$ cat src/rtl/regbus_pkg.sv
package regbus_pkg;
  typedef enum logic [2:0] {
    SRC_IDLE = 3'd0,
    SRC_STB  = 3'd1,
    SRC_DMA  = 3'd2,
    SRC_COP  = 3'd3,
    SRC_CPU  = 3'd4
  } src_e;

  localparam int NUM_SRC = 4;
  localparam int PRI_STB = 0;
  localparam int PRI_DMA = 1;
  localparam int PRI_COP = 2;
  localparam int PRI_CPU = 3;
endpackage

$ cat src/rtl/regbus_arb.sv
module regbus_arb #(
  parameter int N = 4
) (
  input  logic [N-1:0] req_i,
  output logic [N-1:0] gnt_o
);
  logic [N:0] taken;
  assign taken[0] = 1'b0;

  // lower index wins
  for (genvar i = 0; i < N; i++) begin : g_pri
    assign gnt_o[i]   = req_i[i] & ~taken[i];
    assign taken[i+1] = taken[i] | req_i[i];
  end
endmodule

$ cat src/rtl/regbus_stb_win.sv
module regbus_stb_win #(
  parameter int          RGA_W = 8,
  parameter logic [7:0]  BASE  = 8'h00,
  parameter int          NUM   = 4
) (
  input  logic             req_i,
  input  logic [RGA_W-1:0] code_i,
  output logic             req_o
);
  localparam int LO = int'(BASE);
  localparam int HI = LO + NUM;

  logic in_win;
  always_comb in_win = (int'(code_i) >= LO) && (int'(code_i) < HI);
  assign req_o = req_i & in_win;
endmodule

$ cat src/rtl/regbus_stage.sv
module regbus_stage
  import regbus_pkg::*;
#(
  parameter int RGA_W   = 8,
  parameter int DATA_W  = 16,
  parameter int DADDR_W = 20
) (
  input  logic               clk_i,
  input  logic               rst_ni,
  input  logic [NUM_SRC-1:0] gnt_i,
  input  logic [RGA_W-1:0]   stb_code_i,
  input  logic [RGA_W-1:0]   dma_reg_i,
  input  logic [DADDR_W-1:0] dma_addr_i,
  input  logic               dma_to_mem_i,
  input  logic [RGA_W-1:0]   cop_reg_i,
  input  logic [DATA_W-1:0]  cop_data_i,
  input  logic [RGA_W-1:0]   cpu_reg_i,
  input  logic               cpu_we_i,
  input  logic [DATA_W-1:0]  cpu_wdata_i,
  output src_e               src_o,
  output logic [RGA_W-1:0]   rga_o,
  output logic               drive_o,
  output logic [DATA_W-1:0]  wdata_o,
  output logic               dram_en_o,
  output logic               dram_we_o,
  output logic [DADDR_W-1:0] dram_addr_o
);
  localparam logic [RGA_W-1:0] IDLE_CODE = '1;

  src_e               src_d;
  logic [RGA_W-1:0]   rga_d;
  logic               drive_d, en_d, we_d;
  logic [DATA_W-1:0]  wdata_d;
  logic [DADDR_W-1:0] addr_d;

  always_comb begin
    src_d   = SRC_IDLE;
    rga_d   = IDLE_CODE;
    drive_d = 1'b0;
    wdata_d = '0;
    en_d    = 1'b0;
    we_d    = 1'b0;
    addr_d  = '0;
    if (gnt_i[PRI_STB]) begin
      src_d = SRC_STB;
      rga_d = stb_code_i;
    end else if (gnt_i[PRI_DMA]) begin
      src_d   = SRC_DMA;
      rga_d   = dma_reg_i;
      en_d    = 1'b1;
      we_d    = dma_to_mem_i;
      addr_d  = dma_addr_i;
      drive_d = ~dma_to_mem_i;
    end else if (gnt_i[PRI_COP]) begin
      src_d   = SRC_COP;
      rga_d   = cop_reg_i;
      drive_d = 1'b1;
      wdata_d = cop_data_i;
    end else if (gnt_i[PRI_CPU]) begin
      src_d   = SRC_CPU;
      rga_d   = cpu_reg_i;
      drive_d = cpu_we_i;
      wdata_d = cpu_we_i ? cpu_wdata_i : '0;
    end
  end

  always_ff @(posedge clk_i or negedge rst_ni) begin
    if (!rst_ni) begin
      src_o       <= SRC_IDLE;
      rga_o       <= IDLE_CODE;
      drive_o     <= 1'b0;
      wdata_o     <= '0;
      dram_en_o   <= 1'b0;
      dram_we_o   <= 1'b0;
      dram_addr_o <= '0;
    end else begin
      src_o       <= src_d;
      rga_o       <= rga_d;
      drive_o     <= drive_d;
      wdata_o     <= wdata_d;
      dram_en_o   <= en_d;
      dram_we_o   <= we_d;
      dram_addr_o <= addr_d;
    end
  end
endmodule

$ cat src/rtl/regbus_steer.sv
module regbus_steer
  import regbus_pkg::*;
#(
  parameter int DATA_W = 16
) (
  input  src_e              src_i,
  input  logic              drive_i,
  input  logic              dram_we_i,
  input  logic [DATA_W-1:0] wdata_i,
  input  logic [DATA_W-1:0] dram_rdata_i,
  input  logic [DATA_W-1:0] chip_data_i,
  output logic [DATA_W-1:0] chip_data_o,
  output logic              chip_data_oe_o,
  output logic [DATA_W-1:0] dram_wdata_o,
  output logic [DATA_W-1:0] cpu_rdata_o
);
  always_comb begin
    chip_data_oe_o = drive_i;
    chip_data_o    = '0;
    if (drive_i) chip_data_o = (src_i == SRC_DMA) ? dram_rdata_i : wdata_i;
    dram_wdata_o = dram_we_i ? chip_data_i : '0;
    cpu_rdata_o  = (src_i == SRC_CPU && !drive_i) ? chip_data_i : '0;
  end
endmodule

$ cat src/rtl/regbus_master.sv
module regbus_master
  import regbus_pkg::*;
#(
  parameter int         RGA_W   = 8,
  parameter int         DATA_W  = 16,
  parameter int         DADDR_W = 20,
  parameter logic [7:0] STB_BASE = 8'h00,
  parameter int         STB_NUM  = 4
) (
  input  logic               clk_i,
  input  logic               rst_ni,
  input  logic               stb_req_i,
  input  logic [RGA_W-1:0]   stb_code_i,
  input  logic               dma_req_i,
  input  logic [RGA_W-1:0]   dma_reg_i,
  input  logic [DADDR_W-1:0] dma_addr_i,
  input  logic               dma_to_mem_i,
  input  logic               cop_req_i,
  input  logic [RGA_W-1:0]   cop_reg_i,
  input  logic [DATA_W-1:0]  cop_data_i,
  input  logic               cpu_req_i,
  input  logic [RGA_W-1:0]   cpu_reg_i,
  input  logic               cpu_we_i,
  input  logic [DATA_W-1:0]  cpu_wdata_i,
  input  logic [DATA_W-1:0]  dram_rdata_i,
  input  logic [DATA_W-1:0]  chip_data_i,
  output logic [3:0]         gnt_o,
  output logic [RGA_W-1:0]   rga_o,
  output logic [2:0]         src_o,
  output logic [DATA_W-1:0]  chip_data_o,
  output logic               chip_data_oe_o,
  output logic               dram_en_o,
  output logic               dram_we_o,
  output logic [DADDR_W-1:0] dram_addr_o,
  output logic [DATA_W-1:0]  dram_wdata_o,
  output logic [DATA_W-1:0]  cpu_rdata_o
);
  logic               stb_ok;
  logic [NUM_SRC-1:0] req, gnt;
  src_e               src_q;
  logic               drive_q;
  logic [DATA_W-1:0]  wdata_q;

  regbus_stb_win #(.RGA_W(RGA_W), .BASE(STB_BASE), .NUM(STB_NUM)) u_win (
    .req_i (stb_req_i),
    .code_i(stb_code_i),
    .req_o (stb_ok)
  );

  always_comb begin
    req          = '0;
    req[PRI_STB] = stb_ok;
    req[PRI_DMA] = dma_req_i;
    req[PRI_COP] = cop_req_i;
    req[PRI_CPU] = cpu_req_i;
  end

  regbus_arb #(.N(NUM_SRC)) u_arb (.req_i(req), .gnt_o(gnt));

  regbus_stage #(.RGA_W(RGA_W), .DATA_W(DATA_W), .DADDR_W(DADDR_W)) u_stage (
    .clk_i       (clk_i),
    .rst_ni      (rst_ni),
    .gnt_i       (gnt),
    .stb_code_i  (stb_code_i),
    .dma_reg_i   (dma_reg_i),
    .dma_addr_i  (dma_addr_i),
    .dma_to_mem_i(dma_to_mem_i),
    .cop_reg_i   (cop_reg_i),
    .cop_data_i  (cop_data_i),
    .cpu_reg_i   (cpu_reg_i),
    .cpu_we_i    (cpu_we_i),
    .cpu_wdata_i (cpu_wdata_i),
    .src_o       (src_q),
    .rga_o       (rga_o),
    .drive_o     (drive_q),
    .wdata_o     (wdata_q),
    .dram_en_o   (dram_en_o),
    .dram_we_o   (dram_we_o),
    .dram_addr_o (dram_addr_o)
  );

  regbus_steer #(.DATA_W(DATA_W)) u_steer (
    .src_i         (src_q),
    .drive_i       (drive_q),
    .dram_we_i     (dram_we_o),
    .wdata_i       (wdata_q),
    .dram_rdata_i  (dram_rdata_i),
    .chip_data_i   (chip_data_i),
    .chip_data_o   (chip_data_o),
    .chip_data_oe_o(chip_data_oe_o),
    .dram_wdata_o  (dram_wdata_o),
    .cpu_rdata_o   (cpu_rdata_o)
  );

  assign gnt_o = gnt;
  assign src_o = src_q;
endmodule

$ cat config.mk
export PLATFORM = sky130hd
export DESIGN_NAME = regbus_master
export DESIGN_NICKNAME = d
export VERILOG_FILES = /design/src/rtl/regbus_pkg.sv /design/src/rtl/regbus_arb.sv /design/src/rtl/regbus_stb_win.sv /design/src/rtl/regbus_stage.sv /design/src/rtl/regbus_steer.sv /design/src/rtl/regbus_master.sv
export SDC_FILE = /design/constraint.sdc
export NUM_CORES = 1
export LEC_CHECK = 0
export ABC_CLOCK_PERIOD_IN_PS = 4100
export BUFFER_PORTS_ARGS = -buffer_cell sky130_fd_sc_hd__buf_2
export CAP_MARGIN = 10
export CELL_PAD_IN_SITES_DETAIL_PLACEMENT = 1
export CELL_PAD_IN_SITES_GLOBAL_PLACEMENT = 2
export CORE_MARGIN = 3
export CORE_UTILIZATION = 22
export DETAILED_ROUTE_END_ITERATION = 8
export GPL_TIMING_DRIVEN = 0
export PLACE_DENSITY = 0.84
export SYNTH_ARGS = -nofsm -noshare
export SYNTH_HDL_FRONTEND = slang
export SYNTH_HIERARCHICAL = 1
export SYNTH_SLANG_ARGS = --single-unit
$ cat constraint.sdc
create_clock -name clk_i -period 4.1 [get_ports clk_i]
set_clock_uncertainty 0.1 [all_clocks]
set_input_delay 0.82 -clock clk_i [delete_from_list [all_inputs] [get_ports clk_i]]
set_output_delay 0.82 -clock clk_i [all_outputs]
set_load 0.1 [all_outputs]
# After elaboration in Yosys (flattened, before gate mapping)

Cells that the tools add are included.

Add/sub/neg operators: 0
$mul: 0
Divide/modulo/power cells: 0
$lt $le $gt $ge: 1
Eq/ne operators: 2
Shifts and indexed selects: 0
Mux-type cells: 27
Bitwise operators: 10
Reductions and logical operators: 2

Operators by type and width:

| cell               | number |
|---|---|
| $mux 16            | 9 |
| $mux 20            | 2 |
| $mux 8             | 4 |
| $mux 3             | 4 |
| $lt 8x3->1 const B | 1 |
| $mux 1             | 8 |
| $and 1x1->1        | 4 |
| $not 1->1          | 4 |
| $eq 3x2->1 const B | 1 |
| $eq 3x3->1 const B | 1 |
| $or 1x1->1         | 2 |
| $logic_and 1x1->1  | 1 |
| $logic_not 1->1    | 1 |

Register bits after elaboration: 50
Latch bits: 0
Memory bits (writable): 0
ROM bits: 0
Input bits: 124
Output and inout bits: 86
Word-level logic and storage cells: 49
Memories: 0

# Depth between registers and ports, before layout

Depth after elaboration: 10
Gate-level depth with buffers: 8
Gate-level depth less buffers: 6

# Cells and area by module

The synthesis kept the hierarchy.

Modules (own cells, without submodules):

| module         | instances | cells each | area an instance (um2) | seq. area each (um2) |
|---|---|---|---|---|
| regbus_stage   | 1         | 132        | 1838.0                 | 1261.2 |
| regbus_steer   | 1         | 91         | 583.1                  | 0.0 |
| regbus_arb     | 1         | 4          | 36.3                   | 0.0 |
| regbus_stb_win | 1         | 2          | 22.5                   | 0.0 |

# Least setup slack after synthesis

No wires, ideal clock.

Kind: input to register
Start point: input port stb_req_i
End point: register u_stage.wdata_o[10]
Setup time: 0.064 ns
Data arrival time: 5.057 ns
Data required time: 3.936 ns
Slack: -1.121 ns
Cell stages on the path: 7
Path buffers: 1
Cell sequence: or4b_1 -> nor4_2 -> nor3b_1 -> clkinv_1 -> nor2_4 -> buf_6 -> a22o_2

Elaborated cells on any way between the ends: 13
Classes of those cells: mux (4); bitwise (9)

RTL lines:

| element                 | line                 | text |
|---|---|---|
| from (decl)             | regbus_master.sv:12  | `input logic stb_req_i,` |
| $and 1x1->1             | regbus_stb_win.sv:15 | `assign req_o = req_i & in_win;` |
| via stb_ok              | regbus_master.sv:38  | `logic stb_ok;` |
| $or 1x1->1              | regbus_arb.sv:13     | `assign taken[i+1] = taken[i] \| req_i[i];` |
| $not 1->1               | regbus_arb.sv:12     | `assign gnt_o[i] = req_i[i] & ~taken[i];` |
| $and 1x1->1             | regbus_arb.sv:12     |  |
| via gnt_o[2]            | regbus_master.sv:27  | `output logic [3:0] gnt_o,` |
| $mux 16                 | regbus_stage.sv:54   | `end else if (gnt_i[PRI_COP]) begin` |
| $mux 16                 | regbus_stage.sv:47   | `end else if (gnt_i[PRI_DMA]) begin` |
| $mux 16                 | regbus_stage.sv:44   | `if (gnt_i[PRI_STB]) begin` |
| via u_stage.wdata_d[10] | regbus_stage.sv:33   | `logic [DATA_W-1:0] wdata_d;` |
| to (signal assigned)    | regbus_stage.sv:80   | `wdata_o <= wdata_d;` |
| to (decl)               | regbus_stage.sv:23   | `output logic [DATA_W-1:0] wdata_o,` |

The timed path passes the listed nets, and every way through them passes these cells.

# Worst setup path in the final report

Start point: input port stb_code_i[5]
End point: output port gnt_o[0]

Word-level cells in the longest chain between the ends: 2

RTL lines:

| element     | line                 | text |
|---|---|---|
| from (decl) | regbus_master.sv:13  | `input logic [RGA_W-1:0] stb_code_i,` |
| $lt 8x3->1  | regbus_stb_win.sv:14 | `always_comb in_win = (int'(code_i) >= LO) && (int'(code_i) < HI);` |
| $and 1x1->1 | regbus_stb_win.sv:15 |  |
| to (decl)   | regbus_master.sv:27  |  |

Every way passes these cells.

==> impl_metrics.yaml <==
floorplan:
  core_mm2: 0.01094
  initial_utilization_pct: 22.68
  die_h_um: 112.2
  dieArea_mm2: 0.01258
  rows: 38
  ioPinCount: 210
  die_x_um: 112.2
yosys:
  async_flop_share_pct: 100.0
  synthesis.instances: 229
  synthTopCellsByCount: "and2_1, dfrtp_1, nand2_1"
  synth_nets: 353
  yosysWarningCount: 6
  synthFlopType: "dfrtp_1"
  yosys.area.top_type_share_pct: 42.38
  synth_area_mm2: 0.002480
  synth_edf_count: 0
  synth-seq-cells: 50
  yosysTopAreaCell: "dfrtp_1"
  synth.most_common_cell: "and2_1"
  avgSynthCellArea_um2: 10.83
  ys_types: 30
  ys_seq_area_share_pct: 50.86
  synth_area_leaders: "dfrtp_1, and2_1, dfstp_2"
final_layout:
  layout.cells.non_filler: 589
  utilization_pct: 35.55
  syn_to_final_growth_pct: 56.76
  drive_gt1_share_pct: 57.49
  nets: 570
setup_path:
  crit_chain: "buf_2 -> or4b_1 -> nor4_2 -> buf_4 -> buf_2"
  criticalPathCategory: "in2out"
  worstSetupEndpointType: "primary output"
  critical_path_arrival_ns: 2.54
  crit_path_frequent_cell: "buf_2"
  cpMaxStageDelayCell: "or4b_1"
  slowest_delay_ns: 0.53
  cp-start-kind: "input pin"
  cp_max_fo: 5
  startpoint: "stb_code_i[5]"
  critPathRequiredTime_ns: 3.18
route:
  drtAntennaViolNets: 0
  first_pass_iters: 4
  drt_wl_total_um: 8816
  first_iter_violations: 44
  wire_per_inst_um: 14.97
  drc: 0
  dr_total_vias: 2479
  vias_per_cell: 4.209
sta:
  slew_violations: 0
  hold_viol: 0
  period_needed_ns: 3.461
  slew_headroom_pct: 64.27
  period_share_pct: 84.40
  clock.fmax_mhz: 289.0
  rsz0062_at_grt: "false"
  setup_violations: 0
  tightest_slew_ns: 0.5315
grt:
  overflow: 0
  grt_pass1_wl_um: 13600
  grt_antenna_before_repair: 2
  grt_max_degree: 51
  grt_pass1_vias: 2736
  grt_usage_pct: 13.40
status:
  status: "completed"
clocking:
  cts-hold-fix-buffers: 0
  clock-sinks: 50
  cts_buffer_depth: 2
  post_cts_buffers: 0
  numCtsBuffers: 5
  cts_tree: "built"
  cts_root_buffer: "clkbuf_16"
  clk_pin_slew_ns: 0.07
  ctsResizeCount: 0
  htreeDepth: 2
power_and_ir_drop:
  pwr_density_cell_mw_per_mm2: 379.6
  p_leak_uw: 0.002145
  max-vdd-ir-drop_v: 0.0001552
placed_design:
  place_congestion: 0.7915
  io_buffers: 209
  dp_hpwl_um: 7458
  dp.cells: 578
worst_hold_path:
  hold_class: "in2async"
job:
  cap_violations: 0
-- cells in the final DEF (no fill, tap or decap), drive strengths merged --
cell type	n
buf	223
and2	53
dfrtp	42
nand2	33
mux2i	16
a22o	16
clkbuf	11
o22ai	8
a22oi	8
o21ai	8
dfstp	8
nor2	4
clkinv	3
diode	2
nor2b	2
nor3b	2
nor4b	2
or2	1
inv	1
nand2b	1
nor3	1
o21bai	1
a221oi	1
or4b	1
nor4	1
-- power by group --
part / switching (uW) / internal [uW]
Sequential: 8.96 / 524
Clock: 177 / 245
Combinational: 405 / 117
-- sequential cells by signal, indices dropped and copies added (netlist names) --
name and cells:
u_stage/dram_addr_o 20, u_stage/src_o 3, u_stage/rga_o 8, u_stage/dram_en_o 1, u_stage/wdata_o 16, u_stage/drive_o 1
u_stage/dram_we_o 1
-- per-stage QoR --
step / power, uW / cell area [um2] / setup WS, ns / setup TNS (ns) / hold slack (ns)
2_1_floorplan: 931.7 / 2485 / -0.02877 / -0.2877 / 0.4244
3_3_place_gp: 1060 / 3706 / 0.6204 / 0 / 0.9258
3_5_place_dp: 1067 / 3706 / 0.6049 / 0 / 0.9300
4_1_cts: 1501 / 3862 / 0.6035 / 0 / 0.6236
5_1_grt: 1545 / 3887 / 0.5462 / 0 / 0.4249
6_report: 1476 / 3887 / 0.6394 / 0 / 0.3967
-- logic make-up after synthesis --
kind of cell	Yosys count	share of synthesized area [%]
muxes	16	6.458
buffers and inverters	20	5.499
DFF	50	50.86
AOI/OAI and AO/OA	42	12.87
and+or+nand+nor	101	24.32
-- layer usage --
layer | vias to the layer above | track usage, % | wire (um)
met4 | 0 | 4.247 | 80
met5 | - | 0 | 0
met2 | 99 | 25.35 | 4876
li1 | 1211 | - | -
met1 | 1163 | 14.37 | 3201
met3 | 6 | 3.612 | 657
-- cell type report --
type	count	area (um2)
sequential	50	1261
clock buffer	6	138.9
fill	1349	7048
clock inverter	2	17.52
tap	140	175.2
buffer	18	128.9
timing repair buffer	210	1066
antenna	2	5.005
multi-input combinational	159	1087
inverter	2	7.507
-- critical path: cells and delay by family --
kind / cells / cell delay, ns
simple gates: 2 / 0.94
buf+inv: 3 / 0.77
-- worst max path at each step --
stage          slack, ns  depth (start not counted)        endpoint
2_1_floorplan      -0.03                          4  chip_data_o[0]
3_3_place_gp        0.62                          5        gnt_o[0]
3_5_place_dp        0.60                          5        gnt_o[0]
4_1_cts             0.60                          5        gnt_o[0]
5_1_grt             0.55                          5        gnt_o[0]
6_report            0.64                          5        gnt_o[0]
No activity file was read; power rests on OpenSTA's default activity.
